<file path="src/rtl/hwpack_pkg.sv">
package hwpack_pkg;
  typedef struct packed {
    logic rxLoadLow;
    logic rxLoadPair;
    logic rxLoadSingle;
    logic txLoad;
    logic txHigh;
  } dpStrobe_t;
endpackage

</file>
<file path="src/rtl/hwpack_ctrl.sv">
module hwpack_ctrl (
  input  logic                   clk,
  input  logic                   rst_n,
  input  logic                   packEn,
  input  logic                   rxSerValid,
  input  logic                   rxBusReady,
  input  logic                   txBusValid,
  input  logic                   txSerReady,
  output logic                   rxBusValid,
  output logic                   rxOverflow,
  output logic                   txBusReady,
  output logic                   txSerValid,
  output hwpack_pkg::dpStrobe_t  strobe
);
  logic haveLow, outValid, holdValid, hiPhase;
  logic rxBlocked, rxTake, rxPop, txDiscard, txSerFire;

  always_comb begin
    rxPop      = outValid && rxBusReady;
    rxBlocked  = outValid && !rxBusReady;
    rxTake     = rxSerValid && !rxBlocked;
    txDiscard  = !packEn && hiPhase;
    txSerFire  = holdValid && !txDiscard && txSerReady;
    strobe.rxLoadLow    = rxTake && packEn && !haveLow;
    strobe.rxLoadPair   = rxTake && packEn && haveLow;
    strobe.rxLoadSingle = rxTake && !packEn;
    strobe.txLoad       = !holdValid && txBusValid;
    strobe.txHigh       = hiPhase;
  end

  assign rxBusValid = outValid;
  assign txBusReady = !holdValid;
  assign txSerValid = holdValid && !txDiscard;

  always_ff @(posedge clk) begin
    if (!rst_n) begin
      haveLow    <= 1'b0;
      outValid   <= 1'b0;
      rxOverflow <= 1'b0;
    end else begin
      if (!packEn)                haveLow <= 1'b0;
      else if (strobe.rxLoadLow)  haveLow <= 1'b1;
      else if (strobe.rxLoadPair) haveLow <= 1'b0;

      if (strobe.rxLoadPair || strobe.rxLoadSingle) outValid <= 1'b1;
      else if (rxPop)                                 outValid <= 1'b0;

      if (rxSerValid && rxBlocked) rxOverflow <= 1'b1;
    end
  end

  always_ff @(posedge clk) begin
    if (!rst_n) begin
      holdValid <= 1'b0;
      hiPhase   <= 1'b0;
    end else if (txDiscard) begin
      holdValid <= 1'b0;
      hiPhase   <= 1'b0;
    end else if (strobe.txLoad) begin
      holdValid <= 1'b1;
      hiPhase   <= 1'b0;
    end else if (txSerFire) begin
      if (packEn && !hiPhase) begin
        hiPhase <= 1'b1;
      end else begin
        holdValid <= 1'b0;
        hiPhase   <= 1'b0;
      end
    end
  end
endmodule

</file>
<file path="src/rtl/hwpack_dp.sv">
module hwpack_dp #(
  parameter  int BUS_W  = 32,
  localparam int HALF_W = BUS_W / 2,
  localparam int LEN_W  = $clog2(HALF_W + 1)
) (
  input  logic                  clk,
  input  logic                  rst_n,
  input  hwpack_pkg::dpStrobe_t strobe,
  input  logic [LEN_W-1:0]      wordLen,
  input  logic [HALF_W-1:0]     rxSerData,
  input  logic [BUS_W-1:0]      txBusData,
  output logic [BUS_W-1:0]      rxBusData,
  output logic [HALF_W-1:0]     txSerData
);
  logic [HALF_W-1:0] lowReg, rxMasked, txRaw;
  logic [BUS_W-1:0]  outReg, holdReg;
  logic [LEN_W-1:0]  effLen;
  logic [HALF_W-1:0] lenMask;

  always_comb begin
    if (wordLen == '0 || wordLen > LEN_W'(HALF_W)) effLen = LEN_W'(HALF_W);
    else                                            effLen = wordLen;
    lenMask  = ~({HALF_W{1'b1}} << effLen);
    rxMasked = rxSerData & lenMask;
    txRaw    = strobe.txHigh ? holdReg[BUS_W-1:HALF_W] : holdReg[HALF_W-1:0];
    txSerData = txRaw & lenMask;
  end

  assign rxBusData = outReg;

  always_ff @(posedge clk) begin
    if (!rst_n) begin
      lowReg  <= '0;
      outReg  <= '0;
      holdReg <= '0;
    end else begin
      if (strobe.rxLoadLow)    lowReg  <= rxMasked;
      if (strobe.rxLoadPair)   outReg  <= {rxMasked, lowReg};
      if (strobe.rxLoadSingle) outReg  <= {{HALF_W{1'b0}}, rxMasked};
      if (strobe.txLoad)       holdReg <= txBusData;
    end
  end
endmodule

</file>
<file path="src/rtl/halfword_packer.sv">
module halfword_packer #(
  parameter  int BUS_W  = 32,
  localparam int HALF_W = BUS_W / 2,
  localparam int LEN_W  = $clog2(HALF_W + 1)
) (
  input  logic              clk,
  input  logic              rst_n,
  input  logic              packEn,
  input  logic [LEN_W-1:0]  wordLen,
  input  logic              rxSerValid,
  input  logic [HALF_W-1:0] rxSerData,
  output logic              rxBusValid,
  output logic [BUS_W-1:0]  rxBusData,
  input  logic              rxBusReady,
  output logic              rxOverflow,
  input  logic              txBusValid,
  input  logic [BUS_W-1:0]  txBusData,
  output logic              txBusReady,
  output logic              txSerValid,
  output logic [HALF_W-1:0] txSerData,
  input  logic              txSerReady
);
  hwpack_pkg::dpStrobe_t strobe;

  hwpack_ctrl u_ctrl (
    .clk(clk), .rst_n(rst_n), .packEn(packEn),
    .rxSerValid(rxSerValid), .rxBusReady(rxBusReady),
    .txBusValid(txBusValid), .txSerReady(txSerReady),
    .rxBusValid(rxBusValid), .rxOverflow(rxOverflow),
    .txBusReady(txBusReady), .txSerValid(txSerValid),
    .strobe(strobe)
  );

  hwpack_dp #(.BUS_W(BUS_W)) u_dp (
    .clk(clk), .rst_n(rst_n), .strobe(strobe), .wordLen(wordLen),
    .rxSerData(rxSerData), .txBusData(txBusData),
    .rxBusData(rxBusData), .txSerData(txSerData)
  );
endmodule

</file>
<file path="config.mk">
export PLATFORM = sky130hd
export DESIGN_NAME = halfword_packer
export DESIGN_NICKNAME = d
export VERILOG_FILES = /design/src/rtl/hwpack_pkg.sv /design/src/rtl/hwpack_ctrl.sv /design/src/rtl/hwpack_dp.sv /design/src/rtl/halfword_packer.sv
export SDC_FILE = /design/constraint.sdc
export NUM_CORES = 1
export LEC_CHECK = 0
export ABC_CLOCK_PERIOD_IN_PS = 1900
export BUFFER_PORTS_ARGS = -buffer_cell sky130_fd_sc_hd__buf_2
export CORE_ASPECT_RATIO = 1.1
export CORE_MARGIN = 5
export CORE_UTILIZATION = 35
export CTS_CLUSTER_SIZE = 10
export DETAILED_ROUTE_END_ITERATION = 8
export PLACE_DENSITY = 0.6
export SLEW_MARGIN = 0
export SYNTH_ARGS = -nofsm -noshare
export SYNTH_HDL_FRONTEND = slang
export SYNTH_SLANG_ARGS = --single-unit
</file>
<file path="constraint.sdc">
create_clock -name clk -period 1.9 [get_ports clk]
set_input_delay 0.095 -clock clk [delete_from_list [all_inputs] [get_ports clk]]
set_output_delay 0.095 -clock clk [all_outputs]
set_load 0.005 [all_outputs]
</file>
## Yosys cells after proc, flatten, opt, wreduce, memory -nomap -nowiden

Index checks and enable logic that the tools add are counted.

| storage, ports and cells | value |
|---|---|
| logic and storage cells | 60 |
| bits in read-only memories | 0 |
| output and inout port bits | 52 |
| memories kept | 0 |
| register bits | 85 |
| bits of input ports | 60 |
| RAM bits | 0 |
| latch bits | 0 |

| cells by class | value |
|---|---|
| bitwise logic cells | 4 |
| divide/modulo/power cells | 0 |
| reductions and logical operators | 32 |
| magnitude comparators | 1 |
| $add $sub $neg | 0 |
| mux-type cells | 12 |
| shift operators | 1 |
| $mul | 0 |
| equality and inequality tests | 1 |

Operator list:

| operator | count |
|---|---|
| two-way mux 16 bit | 3 |
| bitwise AND 16 bit | 2 |
| inverter 16 bit | 1 |
| << shifter 16 x 5 -> 16 bit, first input constant | 1 |
| logical AND 1 bit | 13 |
| two-way mux 1 bit | 8 |
| nonzero test 2 bit | 4 |
| logical NOT 1 bit | 7 |
| greater-than comparator 5 bit, second input constant | 1 |
| logical NOT 5 bit | 1 |
| two-way mux 5 bit | 1 |
| AND reduction 2 bit | 2 |
| OR reduction 2 bit | 2 |
| OR reduction 3 bit | 1 |
| logical OR 1 bit | 2 |
| != test 2 bit, second input constant | 1 |
| inverter 1 bit | 1 |

## Depth between registers and ports, before layout

| logic depth | value |
|---|---|
| depth after elaboration | 8 |
| depth in mapped cells | 9 |
| gate-level depth less buffers | 7 |

## Hierarchy

Synthesis repeated with hierarchy kept, for this count alone.

| second synthesis, totals | value |
|---|---|
| cell total of the unflattened synthesis | 421 |
| area total of the unflattened synthesis | 3847.4 um^2 |

By module, submodules not included:

| module | seq. area each (um^2) | cells each | area each (um^2) | instances |
|---|---|---|---|---|
| hwpack_dp | 1601.5 | 388 | 3575.9 | 1 |
| hwpack_ctrl | 100.1 | 33 | 271.5 | 1 |

## Worst setup path after synthesis

No wires, ideal clock.

| timing path | value |
|---|---|
| path type | input-to-reg |
| from | input wordLen[3] |
| to | register u_dp.outReg[11] (netlist: u_dp.rxBusData[11]) |
| stages | 9 |
| library setup time | 0.074 ns |
| path slack | 0.069 ns |
| arrival | 1.757 ns |
| path buffers | 2 |
| required time | 1.826 ns |
| path through | buf_2 -> nor4_1 -> inv_1 -> ha_1 -> clkbuf_1 -> nand3b_1 -> a21boi_0 -> o21ai_0 -> a31oi_1 |

| on the way | value |
|---|---|
| longest elaborated chain between the ends | 7 |
| elaborated cells on any way between the ends | 8 |
| classes of those cells | 1 x order compare; 1 x shift; 2 x mux; 2 x bitwise; 2 x reduce/logical |

RTL lines:

| item | line | RTL |
|---|---|---|
| from (decl) | halfword_packer.sv:9 | `input logic [LEN_W-1:0] wordLen,` |
| greater-than comparator 5 bit / logical NOT 5 bit (equally long branches) | hwpack_dp.sv:21 | `if (wordLen == '0 \|\| wordLen > LEN_W'(HALF_W)) effLen = LEN_W'(HALF_W);` |
| logical OR 1 bit | hwpack_dp.sv:21 |  |
| two-way mux 5 bit * | hwpack_dp.sv:21 |  |
| << shifter 16 x 5 -> 16 bit * | hwpack_dp.sv:23 | `lenMask = ~({HALF_W{1'b1}} << effLen);` |
| inverter 16 bit * | hwpack_dp.sv:23 |  |
| bitwise AND 16 bit * | hwpack_dp.sv:24 | `rxMasked = rxSerData & lenMask;` |
| two-way mux 16 bit * | hwpack_dp.sv:39 | `if (strobe.rxLoadSingle) outReg <= {{HALF_W{1'b0}}, rxMasked};` |
| to (signal assigned) | hwpack_dp.sv:38 | `if (strobe.rxLoadPair) outReg <= {rxMasked, lowReg};` |
| to (signal assigned) | hwpack_dp.sv:39 |  |
| to (decl) | hwpack_dp.sv:16 | `logic [BUS_W-1:0] outReg, holdReg;` |

Every way passes the cells marked *; elsewhere a longest branch is shown, timed or not.
A chain may end at the register's enable or synchronous reset.

## Final worst setup path

| timing path | value |
|---|---|
| from | input wordLen[3] |
| to | output txSerData[12] |

| on the way | value |
|---|---|
| longest elaborated chain between the ends | 6 |
| elaborated cells on any way between the ends | 7 |
| classes of those cells | 1 x order compare; 1 x shift; 1 x mux; 2 x bitwise; 2 x reduce/logical |

RTL lines:

| item | line | RTL |
|---|---|---|
| greater-than comparator 5 bit / logical NOT 5 bit (equally long branches) | hwpack_dp.sv:21 |  |
| logical OR 1 bit | hwpack_dp.sv:21 |  |
| two-way mux 5 bit * | hwpack_dp.sv:21 |  |
| << shifter 16 x 5 -> 16 bit * | hwpack_dp.sv:23 |  |
| inverter 16 bit * | hwpack_dp.sv:23 |  |
| bitwise AND 16 bit * | hwpack_dp.sv:26 | `txSerData = txRaw & lenMask;` |
| to (decl) | halfword_packer.sv:20 | `output logic [HALF_W-1:0] txSerData,` |

Marks and branches as above.

==> metrics.txt <==
MaxCap Viol Count 0; cell area after synthesis 0.003627 sq mm; clock tree skew after final layout 0.004511 ns; Root Buffer Master sky130_fd_sc_hd__clkbuf_16; Yosys reg bits 85; most frequent standard cell in the layout excluding fill and tap cells sky130_fd_sc_hd__buf_2; Worst-Skew Late Latency 0.33 ns; routed via count 3536; total gr overflow 0; Critical Path Start Type primary input; Cell Pwr Density 870.1 mW/mm^2; Inserted Diodes 0; Final Max Tran Viols 0; deepest level of the CTS H-tree 3; total clock sinks 85; Peak VDD IR 0.0004598 V; nets in the synthesized netlist 501; final wirelength about 11 mm; drt first pass iters 5; DRT iter0 DRCs about 220; vias in the first global route 3380; async set or reset register ratio after synthesis 0; achievable frequency about 540 MHz; IO Count 112; shortest clock period the worst path allows after layout 1.843 ns; required time at the worst-slack endpoint approximately 1.8 ns; main area contributors after synthesis sky130_fd_sc_hd__dfxtp_1, sky130_fd_sc_hd__nand2_1, sky130_fd_sc_hd__a21oi_1; initial antenna violation count 1; Post-Synthesis Mean Instance Area just over 8 sq um; count of standard-cell rows 39; Post-CTS Setup Repair Bufs 0; area added between synthesis and finish 39.36%; number of buffers on the longest clock path 2; Final Hold Violating Endpoints 0; Synth area leader sky130_fd_sc_hd__dfxtp_1; Distinct cells, synth 46; cell count after synthesis between 400 and 500; clock transition at the register clock pins on the worst setup and hold paths after CTS 0.06 ns; crit share post-route 0.9702; commonest cells after routing, fill and taps aside sky130_fd_sc_hd__buf_2, sky130_fd_sc_hd__nand2_1, sky130_fd_sc_hd__dfxtp_1; IO Port Bufs approximately 110; total number of yosys warnings 0; endpoint kind of the worst setup timing path output port; CTS tree done; worst slew slack as a fraction of its limit 0.5092; post-route DRC violation count 0; leakage power roughly 0.0022 uW; remaining antenna violation count after routing 0; Fillers slightly above 1000; overall fraction of global-route tracks in use 0.1726; actual transition at the worst max-transition pin 0.7334 ns; number of enable flip-flop cells after synthesis 0; per-cell via count in the routed design 4.932; worst endpoint data arrival time 1.75 ns; standard cell core area ~0.01 sq mm; Setup-failing EPs final 0; overall power of the completed layout 4398 uW; area share of the largest cell type after synthesis 0.4691; outcome complete, no violations; layout net count 650; gp weighted congestion 0.8402; Die Ht 116.8 microns; setup tns final 0 ns; fraction of layout cells with a size suffix above 1 0.3013; fraction of the yosys area taken by sequential cells 0.4691; maximum fanout along the worst path 6; flip-flop cell with the highest count after synthesis sky130_fd_sc_hd__dfxtp_1; maximum number of pins on one net before global-route repair 35; Final HPWL DP between 8 and 9 mm; Setup Crit Path Kind in2out; Starting Density 0.3540; width of the die around 110 microns; first-pass GRT wire length 16.81 mm; number of clock buffers inserted by TritonCTS 9; die area about 0.013 sq mm; Worst Hold Class in2reg; wire length per cell 15.21 microns
through the flow:
stage          setup WS, ns  utilization  hold WS [ns]  instances  instance area [sq um]
2_1_floorplan       0.06920            -        0.2039        440                   3627
3_3_place_gp        -0.2131       0.4372        0.3202        680                   4481
3_5_place_dp        -0.2501       0.4372        0.3257        680                   4481
4_1_cts             0.05760       0.4912     0.0006990        716                   5034
5_1_grt            -0.01282       0.4933      0.003007        717                   5055
6_report            0.05658       0.4933      0.007795        717                   5055
repair_timing:
item                                    in CTS  in global routing
endpoints found under the setup margin       8                  3
endpoints found under the hold margin       20                  1
resized for setup                            8                  4
hold buffers                                20                  1
pin swaps                                    1                  0
synth_stat cells (2+ instances only):
master,instances
sky130_fd_sc_hd__o211ai_1,4
sky130_fd_sc_hd__o211a_1,5
sky130_fd_sc_hd__o2bb2ai_1,10
sky130_fd_sc_hd__nor3b_1,2
sky130_fd_sc_hd__and2_1,3
sky130_fd_sc_hd__mux2_2,2
sky130_fd_sc_hd__o21ai_0,13
sky130_fd_sc_hd__a21oi_1,48
sky130_fd_sc_hd__nand4_1,2
sky130_fd_sc_hd__a21boi_0,3
sky130_fd_sc_hd__mux2i_1,23
sky130_fd_sc_hd__buf_1,2
sky130_fd_sc_hd__dfxtp_1,85
sky130_fd_sc_hd__inv_1,7
sky130_fd_sc_hd__a31oi_1,7
sky130_fd_sc_hd__a211oi_1,2
sky130_fd_sc_hd__nor2b_1,2
sky130_fd_sc_hd__nand2_1,110
sky130_fd_sc_hd__buf_2,7
sky130_fd_sc_hd__nor2_1,26
sky130_fd_sc_hd__o22ai_1,18
sky130_fd_sc_hd__and3_1,2
sky130_fd_sc_hd__clkbuf_1,20
sky130_fd_sc_hd__or3_1,3
sky130_fd_sc_hd__nand3b_1,2
sky130_fd_sc_hd__nand2b_1,12
state kept, by name, summed over array words and instances, names as in the netlist:
signal / cells
u_ctrl.haveLow: 1
u_dp.holdReg: 32
u_ctrl.rxBusValid: 1
u_ctrl.rxOverflow: 1
u_ctrl.hiPhase: 1
u_ctrl.holdValid: 1
u_dp.lowReg: 16
u_dp.rxBusData: 32
report_power, final:
group | total, uW | switching, uW | internal, uW | leakage [uW]
Clock | 1910 | 717 | 1190 | 0.000152
Combinational | 585 | 309 | 276 | 0.00134
Sequential | 1910 | 44.0 | 1860 | 0.000693
cell type report:
cell class / count / area [sq um] / area share
clock buffers: 11 / 242.7 / 0.04802
clock inverters: 5 / 83.83 / 0.01658
inverters: 8 / 30.03 / 0.005941
multi-input cells: 316 / 1799 / 0.3559
flip-flops and latches: 85 / 1702 / 0.3366
well taps: 123 / 153.9 / 0.03045
repair buffers: 169 / 1044 / 0.2064
worst paths after layout:
kind / start / to / slack [ns] / cells after the start
setup reg to reg: u_ctrl.rxBusValid / u_dp.rxBusData[26] / 0.31 / 4
setup / recovery: wordLen[3] / txSerData[12] / 0.06 / 10
hold / removal: txBusData[18] / u_dp.holdReg[18] / 0.008 / 3
hold reg to reg: u_dp.rxBusData[27] / u_dp.rxBusData[27] / 0.45 / 2
worst max-delay path, cell delays in order:
cell and delay, ns:
sky130_fd_sc_hd__buf_2 0.12, sky130_fd_sc_hd__nor4_2 0.26, sky130_fd_sc_hd__buf_4 0.15, sky130_fd_sc_hd__inv_1 0.05, sky130_fd_sc_hd__ha_4 0.23, sky130_fd_sc_hd__nand3b_1 0.24
sky130_fd_sc_hd__o21ai_2 0.22, sky130_fd_sc_hd__buf_4 0.14, sky130_fd_sc_hd__o211a_1 0.14, sky130_fd_sc_hd__buf_2 0.11
kinds of logic (layout without fill, tap and decap cells):
logic type | Yosys count | in the layout | synth area share
XOR/XNOR | 2 | 2 | 0.004830
flip-flops | 85 | 85 | 0.4691
AO/OA/AOI/OAI | 114 | 114 | 0.1925
multiplexers | 25 | 25 | 0.06968
buffers and inverters | 39 | 193 | 0.04588
adder cells (fa/ha/maj) | 1 | 1 | 0.003449
AND/OR/NAND/NOR | 174 | 174 | 0.2146
layer usage:
metal  share of wire  track usage  up-vias
met5         0.00064            0        -
met2            0.49       0.2983       94
met4          0.0087      0.04859        2
li1                -            -     1824
met1            0.43       0.2085     1608
met3           0.068      0.05321        8
(Power assumes the default switching activity.)
